<file path="config.mk">
export PLATFORM = sky130hd
export DESIGN_NAME = pwm_quad
export DESIGN_NICKNAME = d
export VERILOG_FILES = /design/src/rtl/pwm_pkg.sv /design/src/rtl/pwm_regs.sv /design/src/rtl/pwm_channel.sv /design/src/rtl/pwm_quad.sv
export SDC_FILE = /design/constraint.sdc
export NUM_CORES = 1
export LEC_CHECK = 0
export CAP_MARGIN = 0
export CORE_ASPECT_RATIO = 1.1
export CORE_UTILIZATION = 60
export CTS_CLUSTER_DIAMETER = 40
export DETAILED_ROUTE_END_ITERATION = 8
export PLACE_DENSITY = 0.82
export SYNTH_ARGS = -nofsm -noshare
export SYNTH_HDL_FRONTEND = slang
export SYNTH_SLANG_ARGS = --single-unit
</file>
<file path="constraint.sdc">
create_clock -name clk -period 5.68 [get_ports clk]
set_clock_uncertainty 0.2 [all_clocks]
set_input_delay 0.568 -clock clk [delete_from_list [all_inputs] [get_ports clk]]
set_output_delay 0.568 -clock clk [all_outputs]
set_load 0.1 [all_outputs]
</file>
<file path="src/rtl/pwm_pkg.sv">
package pwm_pkg;
  localparam int DATA_W   = 32;
  localparam int PHASE_W  = 16;
  localparam int CTRL_W   = 5;
  localparam int MODE_BIT = 2;
  localparam int SRC_BIT  = 3;
  localparam int PARK_BIT = 4;

  typedef struct packed {
    logic start;
    logic stop;
    logic restart;
    logic hold;
  } chStb_t;
endpackage

</file>
<file path="src/rtl/pwm_regs.sv">
module pwm_regs
  import pwm_pkg::*;
#(
  parameter int NUM_CH = 4,
  parameter int ADDR_W = 8
) (
  input  logic                             clk,
  input  logic                             rstN,
  input  logic                             psel,
  input  logic                             penable,
  input  logic                             pwrite,
  input  logic [ADDR_W-1:0]                paddr,
  input  logic [DATA_W-1:0]                pwdata,
  output logic [DATA_W-1:0]                prdata,
  input  logic [NUM_CH-1:0][PHASE_W-1:0]   cntArr,
  output chStb_t [NUM_CH-1:0]              stbArr,
  output logic [NUM_CH-1:0]                activeArr,
  output logic [NUM_CH-1:0]                parkArr,
  output logic [NUM_CH-1:0]                srcBusArr,
  output logic [NUM_CH-1:0][DATA_W-1:0]    reloadArr
);
  localparam int EN_OFF    = 'h1C;
  localparam int CH_BASE   = 'h20;
  localparam int SEL_W     = ADDR_W - 4;
  localparam int EN_FIRST  = 3;
  localparam int EN_STRIDE = 4;

  logic [NUM_CH-1:0]             enQ, activeQ, dirtyQ, restartQ;
  logic [NUM_CH-1:0][CTRL_W-1:0] ctrlQ;
  logic [NUM_CH-1:0][DATA_W-1:0] reloadQ;
  logic [NUM_CH-1:0]             selCh;
  logic                          wrStb, enHit;
  logic [3:0]                    sub;

  assign wrStb = psel & penable & pwrite;
  assign enHit = (paddr == ADDR_W'(EN_OFF));
  assign sub   = paddr[3:0];

  for (genvar g = 0; g < NUM_CH; g++) begin : g_sel
    assign selCh[g] = (paddr[ADDR_W-1:4] == SEL_W'(CH_BASE / 16 + g));
  end

  always_ff @(posedge clk or negedge rstN) begin
    if (!rstN) begin
      enQ      <= '0;
      activeQ  <= '0;
      dirtyQ   <= '0;
      restartQ <= '0;
      ctrlQ    <= '0;
      reloadQ  <= '0;
    end else begin
      activeQ  <= activeArr;
      restartQ <= '0;
      for (int n = 0; n < NUM_CH; n++) begin
        if (restartQ[n] || !activeArr[n]) dirtyQ[n] <= 1'b0;
        if (wrStb && enHit) enQ[n] <= pwdata[EN_FIRST + EN_STRIDE * n];
        if (wrStb && selCh[n] && sub == 4'h0) begin
          ctrlQ[n] <= pwdata[CTRL_W-1:0];
          if (activeArr[n] && (pwdata[SRC_BIT] != ctrlQ[n][SRC_BIT])) dirtyQ[n] <= 1'b1;
        end
        if (wrStb && selCh[n] && sub == 4'h4) begin
          reloadQ[n] <= pwdata;
          if (dirtyQ[n]) restartQ[n] <= 1'b1;
        end
      end
    end
  end

  always_comb begin
    for (int n = 0; n < NUM_CH; n++) begin
      activeArr[n]      = enQ[n] & ctrlQ[n][MODE_BIT];
      parkArr[n]        = ctrlQ[n][PARK_BIT];
      srcBusArr[n]      = ctrlQ[n][SRC_BIT];
      reloadArr[n]      = reloadQ[n];
      stbArr[n].start   = activeArr[n] & ~activeQ[n];
      stbArr[n].stop    = ~activeArr[n] & activeQ[n];
      stbArr[n].restart = restartQ[n];
      stbArr[n].hold    = dirtyQ[n];
    end
  end

  always_comb begin
    prdata = '0;
    if (psel && !pwrite) begin
      if (enHit) begin
        for (int n = 0; n < NUM_CH; n++) prdata[EN_FIRST + EN_STRIDE * n] = enQ[n];
      end
      for (int n = 0; n < NUM_CH; n++) begin
        if (selCh[n]) begin
          case (sub)
            4'h0:    prdata = DATA_W'(ctrlQ[n]);
            4'h4:    prdata = reloadQ[n];
            4'h8:    prdata = DATA_W'(cntArr[n]);
            default: prdata = '0;
          endcase
        end
      end
    end
  end

  for (genvar g = 0; g < NUM_CH; g++) begin : g_chk

    hold_clear_chk: assert property (@(posedge clk) disable iff (!rstN)
      (dirtyQ[g] && !activeArr[g]) |=> !dirtyQ[g]);

    restart_once_chk: assert property (@(posedge clk) disable iff (!rstN)
      restartQ[g] |=> !restartQ[g] && !dirtyQ[g]);
  end
endmodule

</file>
<file path="src/rtl/pwm_channel.sv">
module pwm_channel
  import pwm_pkg::*;
(
  input  logic               clk,
  input  logic               rstN,
  input  chStb_t             stb,
  input  logic               active,
  input  logic               park,
  input  logic               srcBus,
  input  logic               extTick,
  input  logic [DATA_W-1:0]  reloadWord,
  output logic [PHASE_W-1:0] cnt,
  output logic               pwmOut
);
  logic               runQ, highQ, tick, loadNow;
  logic [PHASE_W-1:0] cntQ, lowShadowQ, reloadHigh, reloadLow;

  assign reloadHigh = reloadWord[DATA_W-1 -: PHASE_W];
  assign reloadLow  = reloadWord[PHASE_W-1:0];
  assign tick       = srcBus | extTick;
  assign loadNow    = stb.start | stb.restart;

  always_ff @(posedge clk or negedge rstN) begin
    if (!rstN) begin
      runQ       <= 1'b0;
      highQ      <= 1'b0;
      cntQ       <= '0;
      lowShadowQ <= '0;
    end else if (stb.stop) begin
      runQ <= 1'b0;
    end else if (loadNow) begin
      runQ       <= 1'b1;
      highQ      <= 1'b1;
      cntQ       <= reloadHigh;
      lowShadowQ <= reloadLow;
    end else if (runQ && tick) begin
      if (cntQ == '0) begin
        if (highQ) begin
          highQ <= 1'b0;
          cntQ  <= lowShadowQ;
        end else begin
          highQ      <= 1'b1;
          cntQ       <= reloadHigh;
          lowShadowQ <= reloadLow;
        end
      end else begin
        cntQ <= cntQ - PHASE_W'(1);
      end
    end
  end

  assign cnt    = cntQ;
  assign pwmOut = (runQ && active && !stb.hold) ? highQ : park;


  start_load_chk: assert property (@(posedge clk) disable iff (!rstN)
    (loadNow && !stb.stop) |=> runQ && highQ && (cntQ == $past(reloadHigh)));

  count_down_chk: assert property (@(posedge clk) disable iff (!rstN)
    (runQ && tick && cntQ != '0 && !loadNow && !stb.stop) |=> cntQ == $past(cntQ) - PHASE_W'(1));

  ext_hold_chk: assert property (@(posedge clk) disable iff (!rstN)
    (runQ && !srcBus && !extTick && !loadNow && !stb.stop) |=> $stable(cntQ) && $stable(highQ));

  stop_halt_chk: assert property (@(posedge clk) disable iff (!rstN)
    stb.stop |=> !runQ);
endmodule

</file>
<file path="src/rtl/pwm_quad.sv">
module pwm_quad
  import pwm_pkg::*;
#(
  parameter int NUM_CH = 4,
  parameter int ADDR_W = 8
) (
  input  logic              clk,
  input  logic              rstN,
  input  logic              psel,
  input  logic              penable,
  input  logic              pwrite,
  input  logic [ADDR_W-1:0] paddr,
  input  logic [31:0]       pwdata,
  output logic [31:0]       prdata,
  input  logic              extTick,
  output logic [NUM_CH-1:0] pwmOut
);
  chStb_t [NUM_CH-1:0]            stbArr;
  logic [NUM_CH-1:0]              activeArr, parkArr, srcBusArr;
  logic [NUM_CH-1:0][DATA_W-1:0]  reloadArr;
  logic [NUM_CH-1:0][PHASE_W-1:0] cntArr;

  pwm_regs #(.NUM_CH(NUM_CH), .ADDR_W(ADDR_W)) u_regs (
    .clk(clk), .rstN(rstN), .psel(psel), .penable(penable), .pwrite(pwrite),
    .paddr(paddr), .pwdata(pwdata), .prdata(prdata), .cntArr(cntArr),
    .stbArr(stbArr), .activeArr(activeArr), .parkArr(parkArr),
    .srcBusArr(srcBusArr), .reloadArr(reloadArr)
  );

  for (genvar g = 0; g < NUM_CH; g++) begin : g_ch
    pwm_channel u_ch (
      .clk(clk), .rstN(rstN), .stb(stbArr[g]), .active(activeArr[g]),
      .park(parkArr[g]), .srcBus(srcBusArr[g]), .extTick(extTick),
      .reloadWord(reloadArr[g]), .cnt(cntArr[g]), .pwmOut(pwmOut[g])
    );
  end
endmodule

</file>
Word-level counts from Yosys, hierarchy flattened
Cells that the tools add are included.

Add/subtract/negate cells: 4. Equal/unequal tests: 15. Mux-type cells: 93. Bitwise gates (word level): 34. Reduce and logical (&&, ||, !) cells: 72.

Operator list (count): 16-bit 2-to-1 mux (32); 32-bit one-hot mux with 3 select lines (4); 32-bit 2-to-1 mux (5); 16-bit logical NOT (4); 16-bit by 1-bit subtractor with 16-bit output, second input constant (4); 1-bit 2-to-1 mux (52); 1-bit logical AND (30); 2-bit nonzero test (12); 4-bit AND reduction (4); 1-bit AND (14); 4-bit by 3-bit == test with 1-bit output, second input constant (3); 1-bit inverter (12); 3-bit AND reduction (4); 1-bit logical NOT (9); 4-bit by 2-bit == test with 1-bit output, second input constant (2); 8-bit by 5-bit == test with 1-bit output, second input constant (1); 2-bit inequality test, second input constant (4); 1-bit bitwise OR (8); 2-bit AND reduction (4); 4-bit == test, second input constant (1); 4-bit logical NOT (1); 1-bit logical OR (4); 1-bit inequality test (4).

Flip-flop bits (word level): 300. Input bits: 46. Output and inout port bits: 36. Word-level logic and storage cells: 246.

Logic depth before layout (Yosys ltp)
Word-level depth: 7. Depth in mapped cells: 9. Depth with buffers taken out: 7.

By module
Synthesis repeated with hierarchy kept, for this count alone.

Cell total of the unflattened synthesis: 1608. Area, all modules: 17052.6 µm².

Modules (own cells, without submodules): pwm_regs (times used 1, cells each 721, area an instance 8821.0 µm²); pwm_channel (g_ch[0].u_ch ...) (times used 3, cells each 222, area an instance 2053.2 µm²); pwm_channel (g_ch[3].u_ch) (times used 1, cells each 221, area an instance 2072.0 µm²).

Least setup slack after synthesis
OpenSTA, ideal clock, no wires.

Path kind: input -> output. Start: input paddr[3]. End: output prdata[13]. Arrival: 6.497 ns. Required time: 4.912 ns. Path slack: -1.585 ns. Stages on the path: 6. Buffers on the path: 3. Cell sequence: clkbuf_1 nor4b_1 clkbuf_1 clkbuf_1 a221oi_1 a2111oi_0.

Cells in the longest elaborated chain, start to end: 7.

RTL lines: start: declaration (line pwm_quad.sv:12) `input logic [ADDR_W-1:0] paddr,`; 4-bit == test (tied with other cells) (line pwm_regs.sv:90) `case (sub)`; 32-bit one-hot mux with 3 select lines (line pwm_regs.sv:90); 32-bit 2-to-1 mux (3 in series) (line pwm_regs.sv:89) `if (selCh[n]) begin`; 32-bit 2-to-1 mux * (line pwm_regs.sv:89); 32-bit 2-to-1 mux * (line pwm_regs.sv:84) `if (psel && !pwrite) begin`; end: declaration (line pwm_quad.sv:14) `output logic [31:0] prdata,`.

Mark *: on every way between the ends. The rest lies on a longest branch, timed or not.

Worst setup path in the final report
Start: input paddr[3]. End: output prdata[5].

Same word-level chain as after synthesis.

==> out/qor.txt <==
Post-layout util - 71.5%
Crit path max-delay cell type - clkdlybuf4s50_1
Synth top area cells - dfrtp_1 46%, mux2_2 16%, mux2i_1 4.0%, a221oi_1 3.1%, nor2_1 2.4%
Dpl cells - 1,862
Post-synth top flop - dfrtp_1
Reg2reg path depth - 7
P&R area growth vs syn - 15.8%
H-tree Lvls - 2
Hold_sp - u_regs.activeQ[3]
Rows - 62
CP max FO - 66
Final Non-Filler Cells - 1,938
Yosys warning total - 0
Worst EP required - 4.91 ns
Total Routed Length - 54,400 µm
Post-route ant nets - 0
Iteration-0 DRC Markers - 1,543
Multiplexer area fraction after synthesis - 20.7%
Post-layout min period - 4.77 ns
First drt pass iteration count - 9
Crit-path cells - clkdlybuf4s50_1 > nor4b_2 > buf_4 > a21oi_1 > a211o_1 > a2111oi_2 > buf_12
CP max stage delay - 0.85 ns
Die Y - 175 µm
Synth area leader - dfrtp_1
Rel. slew slack - 23.7%
Post-Syn Area per Cell - 10.8 µm²
Tot GR Track Use - 39.4%
WP data arrival - 4.00 ns
Sequential share of the synthesized area - 46.1%
Core ar. - 26,400 µm²
Post-synth EDFFs - 0
Vias per cell - 7.07
Initial Util - 61.8%
Via count - 13,706
Synth cell types - 69
Async S/R FF share, synth - 100%
Post-route DRC violation count - 0
Peak Freq - 210 MHz
Post-synthesis simple-gate area fraction - 12.4%
GRT overflow - 0
Final RePlAce weighted congestion - 1.02
Synth Register Bits - 300
PwrDens - 279 nW/µm²
WS Path Type - in -> out
Worst hold path type - reg -> reg
Cell family contributing the most delay on the critical path - buffers and inverters
Wire length per cell - 28.0 µm
Dpl cell area - 17,400 µm²
Die ar. - 27,800 µm²
Inserted Clock Buffers - 42
Startpoint Class - input pin
Post-DP HPWL - 38,200 µm
# setup viols final - 0
Worst-Margin Slew - 1.13 ns
Setup bufs post-CTS - 0
Final critical-path share of the clock period - 84.0%
Adder-cell area share of the yosys netlist - 0.614%
Max cap viols - 0
TritonCTS Sinks - 300
Final hold vios - 0
Clock latency at the later pin of the worst-skew pair - 0.55 ns
Clk slew on worst S/H paths - 0.06 ns
Worst VDD drop - 0.395 mV
CTS max path bufs - 3
Worst path buffer plus inverter count - 3
Worst setup startpoint - paddr[3]
Final Max Slew Viols - 0
Syn Inst Count - 1,511
Hold Path Depth - 1
PortBufs - 81
Crit. End Element - output port
Number of hold buffers added after cts - 1
Compound-Gate Fraction of Synth Area - 14.4%
Post-synth top area share - 46.1%
RSZ-0062 raised after global routing - no
Layout cell share with drive strength beyond 1 - 25.2%
Leak - 8.38 nW
CTS tree - yes
Xor/xnor share of the synthesized area - 2.10%
Initial antenna violation count - 1
CTS root buf - clkbuf_16
Post-synth net total - 1,565
Largest net degree at the start of global routing - 126
Boundary Pins - 82
Design Area, Final - 18,900 µm²
Path length in cells of the critical path - 7
Net count, final - 1,609
First-pass GRT wire length - 82,200 µm
Mapped cell area - 16,300 µm²
Vias in the first global route - 13,380
PostCTS Resize Cnt - 0
Die X-Extent - 159 µm
Status - finished clean
Launch point of the worst reg-to-reg path - g_ch[0].u_ch.cnt[0]
Total power - 5.27 mW
Combinational family with the most area after synthesis - multiplexers
[per-stage QoR]
stage          setup slack [ns]  hold slack [ns]  TNS [ns]
5_1_grt                   0.839            0.311         0
2_1_floorplan            -0.211           0.0724    -0.211
3_3_place_gp               1.08            0.276         0
4_1_cts                    1.03            0.293         0
3_5_place_dp               1.05            0.291         0
6_report                  0.909            0.294         0
[sequential cells by signal, summed over array words and instances (netlist names)]
name / cells
g_ch.u_ch.lowShadowQ: 64
g_ch.u_ch.highQ: 4
u_regs.dirtyQ: 4
u_regs.ctrlQ: 12
g_ch.u_ch.cnt: 64
u_regs.activeQ: 4
u_regs.parkArr: 4
u_regs.srcBusArr: 4
g_ch.u_ch.runQ: 4
u_regs.restartQ: 4
u_regs.enQ: 4
u_regs.reloadArr: 128
[logic make-up after synthesis]
logic type,count (synthesis)
XOR/XNOR,39
multiplexers,304
AO/OA/AOI/OAI,333
flip-flops,300
buffers and inverters,137
adder cells (fa/ha/maj),8
AND/OR/NAND/NOR,390
[power breakdown]
part           switching, mW  internal [mW]
logic                  0.191          0.104
registers             0.0460           2.17
clock network           1.04           1.72
[worst reg2reg max path, delay by kind of cell (launching register included)]
| kind | cells | cell delay, ns |
|---|---|---|
| compound gates | 2 | 0.89 |
| fa+ha+maj | 1 | 0.16 |
| buf+inv | 1 | 0.13 |
| flops | 1 | 0.45 |
| simple gates | 3 | 1.44 |
[final cells by class]
| cell class | count | area [µm²] |
|---|---|---|
| flip-flops and latches | 300 | 7510 |
| inverters | 31 | 116 |
| fillers | 1829 | 7510 |
| diodes | 1 | 2.50 |
| well taps | 352 | 440 |
| repair buffers | 106 | 1070 |
| clock inverters | 19 | 253 |
| clock buffers | 55 | 1220 |
| multi-input cells | 1074 | 8250 |
[cell usage after synthesis (all sizes together), types with 6 or more instances]
library cell / instances
ha: 8
o211ai: 8
and2: 9
or3: 9
xnor2: 24
nor3b: 8
a22oi: 16
o221ai: 6
nor4: 19
nand3: 27
a221oi: 57
nand4: 19
dfrtp: 300
o22ai: 8
a31oi: 23
o221a: 10
a211oi: 10
and3: 11
nor2b: 6
mux2: 239
a2111oi: 6
a21oi: 67
o31ai: 6
nand3b: 6
buf: 32
mux2i: 65
nand2: 82
xor2: 15
o21ai: 55
nor2: 106
inv: 31
nor3: 51
a211o: 9
nor4b: 6
clkbuf: 74
or4: 7
o22a: 21
[path summary, 6_finish.rpt]
check                                       endpoint  slack (ns)
min in group asynchronous        g_ch[2].u_ch.cnt[9]        0.44
worst min-delay path               g_ch[3].u_ch.runQ        0.29
worst max-delay path                       prdata[5]        0.91
worst min register to register     g_ch[3].u_ch.runQ        0.29
worst max register to register  g_ch[0].u_ch.cnt[14]        2.28
max in group asynchronous       g_ch[3].u_ch.cnt[10]        3.46
[layout by cell type (no fill, tap or decap), drive strengths merged, types with 6 or more instances in the layout]
cell and count:
nor2 106, o221ai 6, buf 58, nand4 19, nor4b 6, or3 9, a21oi 67, o31ai 6
a31oi 23, a211oi 10, xor2 15, and2 9, nand2 82, xnor2 24, nor2b 6, clkbuf 55
clkdlybuf4s50 47, nor3 51, ha 8, nor4 19, o221a 10, o22a 21, a221oi 57, inv 39
nor3b 8, nand3 27, a2111oi 6, or4 7, and3 11, a211o 9, o22ai 8, o21ai 55
a22oi 16, mux2i 65, mux2 239, dfrtp 300, clkinv 7, o211ai 8, nand3b 6
[routing by layer]
metal	vias up	wire length, µm	GRT usage (%)
li1	5789	-	-
met1	6797	20500	51.3
met2	900	24200	60.3
met3	216	5960	9.54
met4	4	3560	22.9
met5	-	71	1.75
No activity file was read; power rests on OpenSTA's default activity.
